`src/rtl/mlc_pv_pkg.sv`:
```
package mlc_pv_pkg;

    typedef enum logic [2:0] {
        ST_IDLE   = 3'd0,
        ST_SWEEP  = 3'd1,
        ST_RESET  = 3'd2,
        ST_PSET   = 3'd3,
        ST_SETTLE = 3'd4
    } seq_state_e;

    typedef enum logic [1:0] {
        DEN_1B  = 2'b00,
        DEN_2B  = 2'b01,
        DEN_4B  = 2'b10,
        DEN_ALT = 2'b11
    } density_e;

    localparam int NUM_DENS = 3;

endpackage

```
`src/rtl/mlc_window_calc.sv`:
```
module mlc_window_calc
    import mlc_pv_pkg::*;
#(
    parameter int RES_W  = 12,
    parameter int DATA_W = 4
) (
    input  logic [1:0]        mode_i,
    input  logic [DATA_W-1:0] data_i,
    output logic [RES_W-1:0]  lo_o,
    output logic [RES_W-1:0]  hi_o
);

    logic [RES_W-1:0] lo_w [NUM_DENS];
    logic [RES_W-1:0] hi_w [NUM_DENS];

    // One window candidate per density: 1, 2 or 4 index bits on top.
    for (genvar g = 0; g < NUM_DENS; g++) begin : g_dens
        localparam int IDX_B = 1 << g;
        localparam int SH    = RES_W - IDX_B;
        logic [IDX_B-1:0] idx;
        assign idx      = data_i[IDX_B-1:0];
        assign lo_w[g]  = {idx, {SH{1'b0}}};
        assign hi_w[g]  = {idx, {SH{1'b1}}};
    end

    always_comb begin
        unique case (density_e'(mode_i))
            DEN_1B:  begin lo_o = lo_w[0]; hi_o = hi_w[0]; end
            DEN_2B:  begin lo_o = lo_w[1]; hi_o = hi_w[1]; end
            default: begin lo_o = lo_w[2]; hi_o = hi_w[2]; end
        endcase
    end

endmodule

```
`src/rtl/mlc_dwell_timer.sv`:
```
module mlc_dwell_timer #(
    parameter int TMR_W = 4
) (
    input  logic             clk,
    input  logic             rst_n,
    input  logic             load_i,
    input  logic [TMR_W-1:0] val_i,
    output logic             expired_o
);

    logic [TMR_W-1:0] cnt_d, cnt_q;

    always_comb begin
        cnt_d = cnt_q;
        if (load_i) begin
            cnt_d = val_i;
        end else if (cnt_q != '0) begin
            cnt_d = cnt_q - TMR_W'(1);
        end
    end

    always_ff @(posedge clk or negedge rst_n) begin
        if (!rst_n) cnt_q <= '0;
        else        cnt_q <= cnt_d;
    end

    assign expired_o = (cnt_q == '0);

endmodule

```
`src/rtl/mlc_pv_fsm.sv`:
```
module mlc_pv_fsm
    import mlc_pv_pkg::*;
#(
    parameter int PULSE_CYC  = 3,
    parameter int SETTLE_CYC = 2,
    parameter int RES_W      = 12,
    parameter int DATA_W     = 4,
    parameter int CNT_W      = 8,
    parameter int RETRY_W    = 4,
    parameter int TMR_W      = 3
) (
    input  logic               clk,
    input  logic               rst_n,
    input  logic               start_i,
    input  logic [1:0]         mode_i,
    input  logic [DATA_W-1:0]  data_i,
    input  logic [CNT_W-1:0]   max_i,
    input  logic [RES_W-1:0]   res_i,
    input  logic [RES_W-1:0]   lo_i,
    input  logic [RES_W-1:0]   hi_i,
    input  logic               expired_i,
    output logic               load_o,
    output logic [TMR_W-1:0]   load_val_o,
    output logic [1:0]         mode_o,
    output logic [DATA_W-1:0]  data_o,
    output logic               sweep_o,
    output logic               reset_o,
    output logic               pset_o,
    output logic               busy_o,
    output logic               done_o,
    output logic               err_o,
    output logic [RETRY_W-1:0] retry_o
);

    localparam logic [TMR_W-1:0] PULSE_LD  = TMR_W'(PULSE_CYC - 1);
    localparam logic [TMR_W-1:0] SETTLE_LD = TMR_W'(SETTLE_CYC - 1);

    typedef struct packed {
        seq_state_e         st;
        logic [1:0]         mode;
        logic [DATA_W-1:0]  data;
        logic [CNT_W-1:0]   max;
        logic [CNT_W-1:0]   pcnt;
        logic [RETRY_W-1:0] retry;
        logic               done;
        logic               err;
    } seq_regs_t;

    seq_regs_t seq_d, seq_q;
    logic      in_win, below_win, at_limit;

    assign in_win    = (res_i >= lo_i) && (res_i <= hi_i);
    assign below_win = (res_i < lo_i);
    assign at_limit  = (seq_q.pcnt >= seq_q.max);

    always_comb begin
        seq_d      = seq_q;
        seq_d.done = 1'b0;
        seq_d.err  = 1'b0;
        load_o     = 1'b0;
        load_val_o = PULSE_LD;
        unique case (seq_q.st)
            ST_IDLE: begin
                if (start_i) begin
                    seq_d.st    = ST_SWEEP;
                    seq_d.mode  = mode_i;
                    seq_d.data  = data_i;
                    seq_d.max   = max_i;
                    seq_d.pcnt  = '0;
                    seq_d.retry = '0;
                    load_o      = 1'b1;
                end
            end
            ST_SWEEP: begin
                if (expired_i) begin
                    seq_d.st = ST_RESET;
                    load_o   = 1'b1;
                end
            end
            ST_RESET: begin
                if (expired_i) begin
                    seq_d.st = ST_PSET;
                    load_o   = 1'b1;
                end
            end
            ST_PSET: begin
                if (expired_i) begin
                    seq_d.st   = ST_SETTLE;
                    load_o     = 1'b1;
                    load_val_o = SETTLE_LD;
                    if (seq_q.pcnt != '1) seq_d.pcnt = seq_q.pcnt + CNT_W'(1);
                end
            end
            ST_SETTLE: begin
                if (expired_i) begin
                    if (in_win) begin
                        seq_d.st   = ST_IDLE;
                        seq_d.done = 1'b1;
                    end else if (at_limit) begin
                        seq_d.st   = ST_IDLE;
                        seq_d.done = 1'b1;
                        seq_d.err  = 1'b1;
                    end else if (below_win) begin
                        seq_d.st = ST_SWEEP;
                        load_o   = 1'b1;
                        if (seq_q.retry != '1) seq_d.retry = seq_q.retry + RETRY_W'(1);
                    end else begin
                        seq_d.st = ST_PSET;
                        load_o   = 1'b1;
                    end
                end
            end
            default: seq_d.st = ST_IDLE;
        endcase
    end

    always_ff @(posedge clk or negedge rst_n) begin
        if (!rst_n) begin
            seq_q <= '{st: ST_IDLE, mode: '0, data: '0, max: '0, pcnt: '0,
                       retry: '0, done: 1'b0, err: 1'b0};
        end else begin
            seq_q <= seq_d;
        end
    end

    assign mode_o  = seq_q.mode;
    assign data_o  = seq_q.data;
    assign sweep_o = (seq_q.st == ST_SWEEP);
    assign reset_o = (seq_q.st == ST_RESET);
    assign pset_o  = (seq_q.st == ST_PSET);
    assign busy_o  = (seq_q.st != ST_IDLE);
    assign done_o  = seq_q.done;
    assign err_o   = seq_q.err;
    assign retry_o = seq_q.retry;

endmodule

```
`src/rtl/mlc_pv_seq.sv`:
```
module mlc_pv_seq #(
    parameter int PULSE_CYC  = 3,
    parameter int SETTLE_CYC = 2,
    parameter int RES_W      = 12,
    parameter int DATA_W     = 4,
    parameter int CNT_W      = 8,
    parameter int RETRY_W    = 4
) (
    input  logic               clk,
    input  logic               rst_n,
    input  logic               start_i,
    input  logic [1:0]         mode_i,
    input  logic [DATA_W-1:0]  data_i,
    input  logic [CNT_W-1:0]   max_pulses_i,
    input  logic [RES_W-1:0]   res_i,
    output logic               sweep_o,
    output logic               reset_o,
    output logic               pset_o,
    output logic               busy_o,
    output logic               done_o,
    output logic               err_o,
    output logic [RETRY_W-1:0] retry_o
);

    localparam int MAX_DWELL = (PULSE_CYC > SETTLE_CYC) ? PULSE_CYC : SETTLE_CYC;
    localparam int TMR_W     = $clog2(MAX_DWELL) + 1;

    logic              tmr_load, tmr_exp;
    logic [TMR_W-1:0]  tmr_val;
    logic [1:0]        lat_mode;
    logic [DATA_W-1:0] lat_data;
    logic [RES_W-1:0]  win_lo, win_hi;

    mlc_window_calc #(.RES_W(RES_W), .DATA_W(DATA_W)) u_win (
        .mode_i (lat_mode),
        .data_i (lat_data),
        .lo_o   (win_lo),
        .hi_o   (win_hi)
    );

    mlc_dwell_timer #(.TMR_W(TMR_W)) u_tmr (
        .clk       (clk),
        .rst_n     (rst_n),
        .load_i    (tmr_load),
        .val_i     (tmr_val),
        .expired_o (tmr_exp)
    );

    mlc_pv_fsm #(
        .PULSE_CYC (PULSE_CYC),
        .SETTLE_CYC(SETTLE_CYC),
        .RES_W     (RES_W),
        .DATA_W    (DATA_W),
        .CNT_W     (CNT_W),
        .RETRY_W   (RETRY_W),
        .TMR_W     (TMR_W)
    ) u_fsm (
        .clk        (clk),
        .rst_n      (rst_n),
        .start_i    (start_i),
        .mode_i     (mode_i),
        .data_i     (data_i),
        .max_i      (max_pulses_i),
        .res_i      (res_i),
        .lo_i       (win_lo),
        .hi_i       (win_hi),
        .expired_i  (tmr_exp),
        .load_o     (tmr_load),
        .load_val_o (tmr_val),
        .mode_o     (lat_mode),
        .data_o     (lat_data),
        .sweep_o    (sweep_o),
        .reset_o    (reset_o),
        .pset_o     (pset_o),
        .busy_o     (busy_o),
        .done_o     (done_o),
        .err_o      (err_o),
        .retry_o    (retry_o)
    );

endmodule

```
`config.mk`:
```
export PLATFORM = sky130hd
export DESIGN_NAME = mlc_pv_seq
export DESIGN_NICKNAME = d
export VERILOG_FILES = /design/src/rtl/mlc_pv_pkg.sv /design/src/rtl/mlc_window_calc.sv /design/src/rtl/mlc_dwell_timer.sv /design/src/rtl/mlc_pv_fsm.sv /design/src/rtl/mlc_pv_seq.sv
export SDC_FILE = /design/constraint.sdc
export NUM_CORES = 1
export LEC_CHECK = 0
export CAP_MARGIN = 0
export CORE_AREA = 2 2 65 67
export CTS_CLUSTER_SIZE = 28
export DETAILED_ROUTE_END_ITERATION = 6
export DIE_AREA = 0 0 67 69
export PLACE_DENSITY = 0.82
export SLEW_MARGIN = 10
export SYNTH_ARGS = -nofsm -noshare
export SYNTH_HDL_FRONTEND = slang
export SYNTH_SLANG_ARGS = --single-unit
```
`constraint.sdc`:
```
create_clock -name clk -period 7.3 [get_ports clk]
set_input_delay 2.19 -clock clk [delete_from_list [all_inputs] [get_ports clk]]
set_output_delay 2.19 -clock clk [all_outputs]
set_load 0.02 [all_outputs]
```
==> insert_results.sql <==
INSERT INTO impl_metrics (metric_group, metric, value, unit) VALUES
('status', 'outcome', 'completed', ''),
('worst_setup_path', 'crit_path_start_kind', 'input pin', ''),
('place', 'numPlacedInstances', '311', ''),
('grt', 'grt-ovfl-total', '0', ''),
('synthesis', 'synth_edf_count', '0', ''),
('grt', 'grt_pass1_wl', '7340', 'µm'),
('worst_hold_path', 'hold_path_depth', '2', ''),
('power', 'worst_ir_drop_vdd', '0.139', 'mV'),
('die', 'start_util', '53.5', '%'),
('timing', 'finalClockSkew', '0.00441', 'ns'),
('routing', 'post_detailed_route_drc_marker_count', '0', ''),
('synthesis', 'netlist-cell-type-count', '42', ''),
('finish', 'final.fill_count', '337', ''),
('timing', 'final_setup_viols', '0', ''),
('synthesis', 'dominant_combinational_cell_family_by_area_after_synthesis', 'simple AND/OR/NAND/NOR gates', ''),
('synthesis', 'share_of_synthesized_area_occupied_by_flip_flops_and_latches', '40.6', '%'),
('worst_setup_path', 'cp-end-kind', 'flip-flop', ''),
('finish', 'utilization', '65.6', '%'),
('timing', 'tightestPinTransition', '0.800', 'ns'),
('timing', 'unrepaired_setup_endpoints_after_global_routing', 'no', ''),
('timing', 'timing_max_transition_violations_final', '0', ''),
('timing', 'minimum_hold_slack', '0.477', 'ns'),
('routing', 'detail_route.wl_per_cell', '12.8', 'µm'),
('finish', 'layout_commonest_cell', 'sky130_fd_sc_hd__nand2_1', ''),
('synthesis', 'synth.largest_area_cell', 'sky130_fd_sc_hd__dfrtp_1', ''),
('die', 'core', '3910', 'µm²'),
('timing', 'totalNegativeSetupSlack', '0', 'ns'),
('clock_tree', 'cts_tree', 'yes', ''),
('timing', 'hold_viol_final', '0', ''),
('timing', 'worst_slew_margin_rel', '46.6', '%'),
('synthesis', 'synth_largest_type_area_fraction', '40.6', '%'),
('clock_tree', 'cts.sinks', '34', ''),
('grt', 'grt_start_max_net_pins', '35', ''),
('clock_tree', 'cts_made_buffers', '5', ''),
('flow_run', 'cap_violations', '0', ''),
('synthesis', 'synth-compound-area-share', '11.3', '%'),
('synthesis', 'synthMuxAreaShare', '2.87', '%'),
('finish', 'stdcell_count', '319', ''),
('routing', 'drt_wl_total', '4080', 'µm'),
('grt', 'grt_util_all_layers', '20.3', '%'),
('worst_setup_path', 'timing.critical_path.from', 'res_i[11]', ''),
('worst_hold_path', 'hold_path.startpoint', 'u_fsm.data_o[3]', ''),
('finish', 'n_antenna_cell', '0', ''),
('finish', 'layout_cells_sized_above_1', '5.95', '%'),
('synthesis', 'syn-cell-area', '2090', 'µm²'),
('clock_tree', 'cts.repair_timing.setup_buffer_count', '0', ''),
('grt', 'grt_antenna_before_repair', '0', ''),
('synthesis', 'syn_nets', '283', ''),
('power', 'power_density', '336', 'nW/µm²'),
('synthesis', 'yosys.area_share.adder', '11.4', '%'),
('worst_hold_path', 'min-delay-path-class', 'flip-flop to flip-flop', ''),
('finish', 'area_growth_syn_to_layout', '22.6', '%'),
('grt', 'number_of_global_route_vias_before_repair', '1762', ''),
('die', 'die-area', '4620', 'µm²'),
('worst_setup_path', 'rr_startpoint', 'u_fsm.mode_o[0]', ''),
('worst_setup_path', 'cp_data_required_time', '7.43', 'ns'),
('routing', 'vias', '1704', ''),
('routing', 'detailedRoute.firstPassIterationCount', '4', ''),
('synthesis', 'share_of_async_settable_or_async_resettable_flops_after_synthesis', '100', '%'),
('routing', 'viasPerCell', '5.34', ''),
('routing', 'drtAntennaViolNets', '0', ''),
('place', 'gp_routability_congestion', '0.782', ''),
('timing', 'timing.final.crit_share', '56.6', '%'),
('place', 'dp_hpwl', '3110', 'µm'),
('synthesis', 'synthesis.instances', '235', ''),
('clock_tree', 'clkSlewWorstSetupHoldPaths', '0.07', 'ns'),
('synthesis', 'post_synthesis_share_of_cell_area_spent_on_xor_and_xnor_gates', '3.35', '%'),
('place', 'portBuffers', '38', ''),
('synthesis', 'synth_area_leaders', 'sky130_fd_sc_hd__dfrtp_1 (41%), sky130_fd_sc_hd__ha_1 (11%), sky130_fd_sc_hd__nand2_1 (8.4%)', ''),
('worst_setup_path', 'worst-endpoint-arrival', '4.26', 'ns'),
('synthesis', 'area_share_of_and_or_nand_nor_cells_after_synthesis', '24.3', '%');
[logic make-up (layout without fill, tap and decap cells)]
| group | Yosys count | after routing |
|---|---|---|
| compound gates | 36 | 36 |
| fa+ha+maj | 19 | 19 |
| mux | 6 | 6 |
| buf+inv | 28 | 62 |
| flops | 34 | 34 |
| simple gates | 104 | 104 |
| xor+xnor | 8 | 8 |
[through the flow]
stage	power (µW)	cell area [µm²]
CTS	872	2570
finish	862	2570
detailed placement	726	2470
global placement	705	2470
global route	946	2570
floorplan	614	2090
[state kept, by name, summed over array words and instances (netlist names)]
| signal | count |
|---|---|
| u_fsm.seq_q | 19 |
| u_fsm.err_o | 1 |
| u_fsm.retry_o | 4 |
| u_fsm.mode_o | 2 |
| u_fsm.data_o | 4 |
| u_fsm.done_o | 1 |
| u_tmr.cnt_q | 3 |
[per-layer routing]
metal | up-vias | GRT usage, % | share of wire [%]
met5 | - | 0 | 0
met4 | 0 | 6.80 | 1.2
met3 | 6 | 5.71 | 3.8
met2 | 30 | 34.2 | 50
met1 | 808 | 24.4 | 45
li1 | 860 | - | -
[Yosys cell counts, types with 2 or more instances]
cell / instances
sky130_fd_sc_hd__mux2i_1: 6
sky130_fd_sc_hd__buf_4: 6
sky130_fd_sc_hd__and2_1: 2
sky130_fd_sc_hd__ha_1: 19
sky130_fd_sc_hd__nor3_1: 3
sky130_fd_sc_hd__nor2b_1: 6
sky130_fd_sc_hd__and3_1: 3
sky130_fd_sc_hd__o211ai_1: 2
sky130_fd_sc_hd__a21oi_1: 9
sky130_fd_sc_hd__nor3_2: 2
sky130_fd_sc_hd__nor4_1: 2
sky130_fd_sc_hd__nand3_1: 5
sky130_fd_sc_hd__nand2_1: 47
sky130_fd_sc_hd__dfrtp_1: 34
sky130_fd_sc_hd__xnor2_1: 2
sky130_fd_sc_hd__inv_1: 14
sky130_fd_sc_hd__nor2_1: 13
sky130_fd_sc_hd__clkbuf_1: 7
sky130_fd_sc_hd__nor3b_1: 2
sky130_fd_sc_hd__xor2_1: 6
sky130_fd_sc_hd__nand4_1: 6
sky130_fd_sc_hd__a311oi_1: 2
sky130_fd_sc_hd__nand2b_1: 5
sky130_fd_sc_hd__o21ai_0: 14
[power by group]
| part | internal [µW] | switching (µW) |
|---|---|---|
| sequential | 255 | 64.5 |
| combinational | 181 | 219 |
| clock | 76.1 | 67.5 |
| total | 511 | 351 |
[final timing paths]
kind / to
min in group asynchronous: u_fsm.done_o
max reg2reg: u_tmr.cnt_q[1]
min: u_fsm.data_o[3]
min reg2reg: u_fsm.data_o[3]
max in group asynchronous: u_fsm.seq_q[20]
max: u_tmr.cnt_q[1]
[critical path, stage by stage]
cell and delay, ns:
sky130_fd_sc_hd__clkdlybuf4s50_1 0.40, sky130_fd_sc_hd__ha_1 0.36, sky130_fd_sc_hd__nand2_1 0.08, sky130_fd_sc_hd__or4_1 0.51, sky130_fd_sc_hd__a32oi_2 0.22, sky130_fd_sc_hd__nor3_2 0.12
sky130_fd_sc_hd__a211oi_2 0.24, sky130_fd_sc_hd__o221ai_1 0.13
[area by class of cell]
cell class	count	area [µm²]	share of cell area, %
Clock inverter	1	5.00	0.195
Multi-Input combinational cell	173	1110	43.4
Inverter	14	52.6	2.05
Clock buffer	7	86.3	3.36
Sequential cell	34	851	33.2
Timing Repair Buffer	40	395	15.4
Tap cell	50	62.6	2.44
No activity file was read; power rests on OpenSTA's default activity.
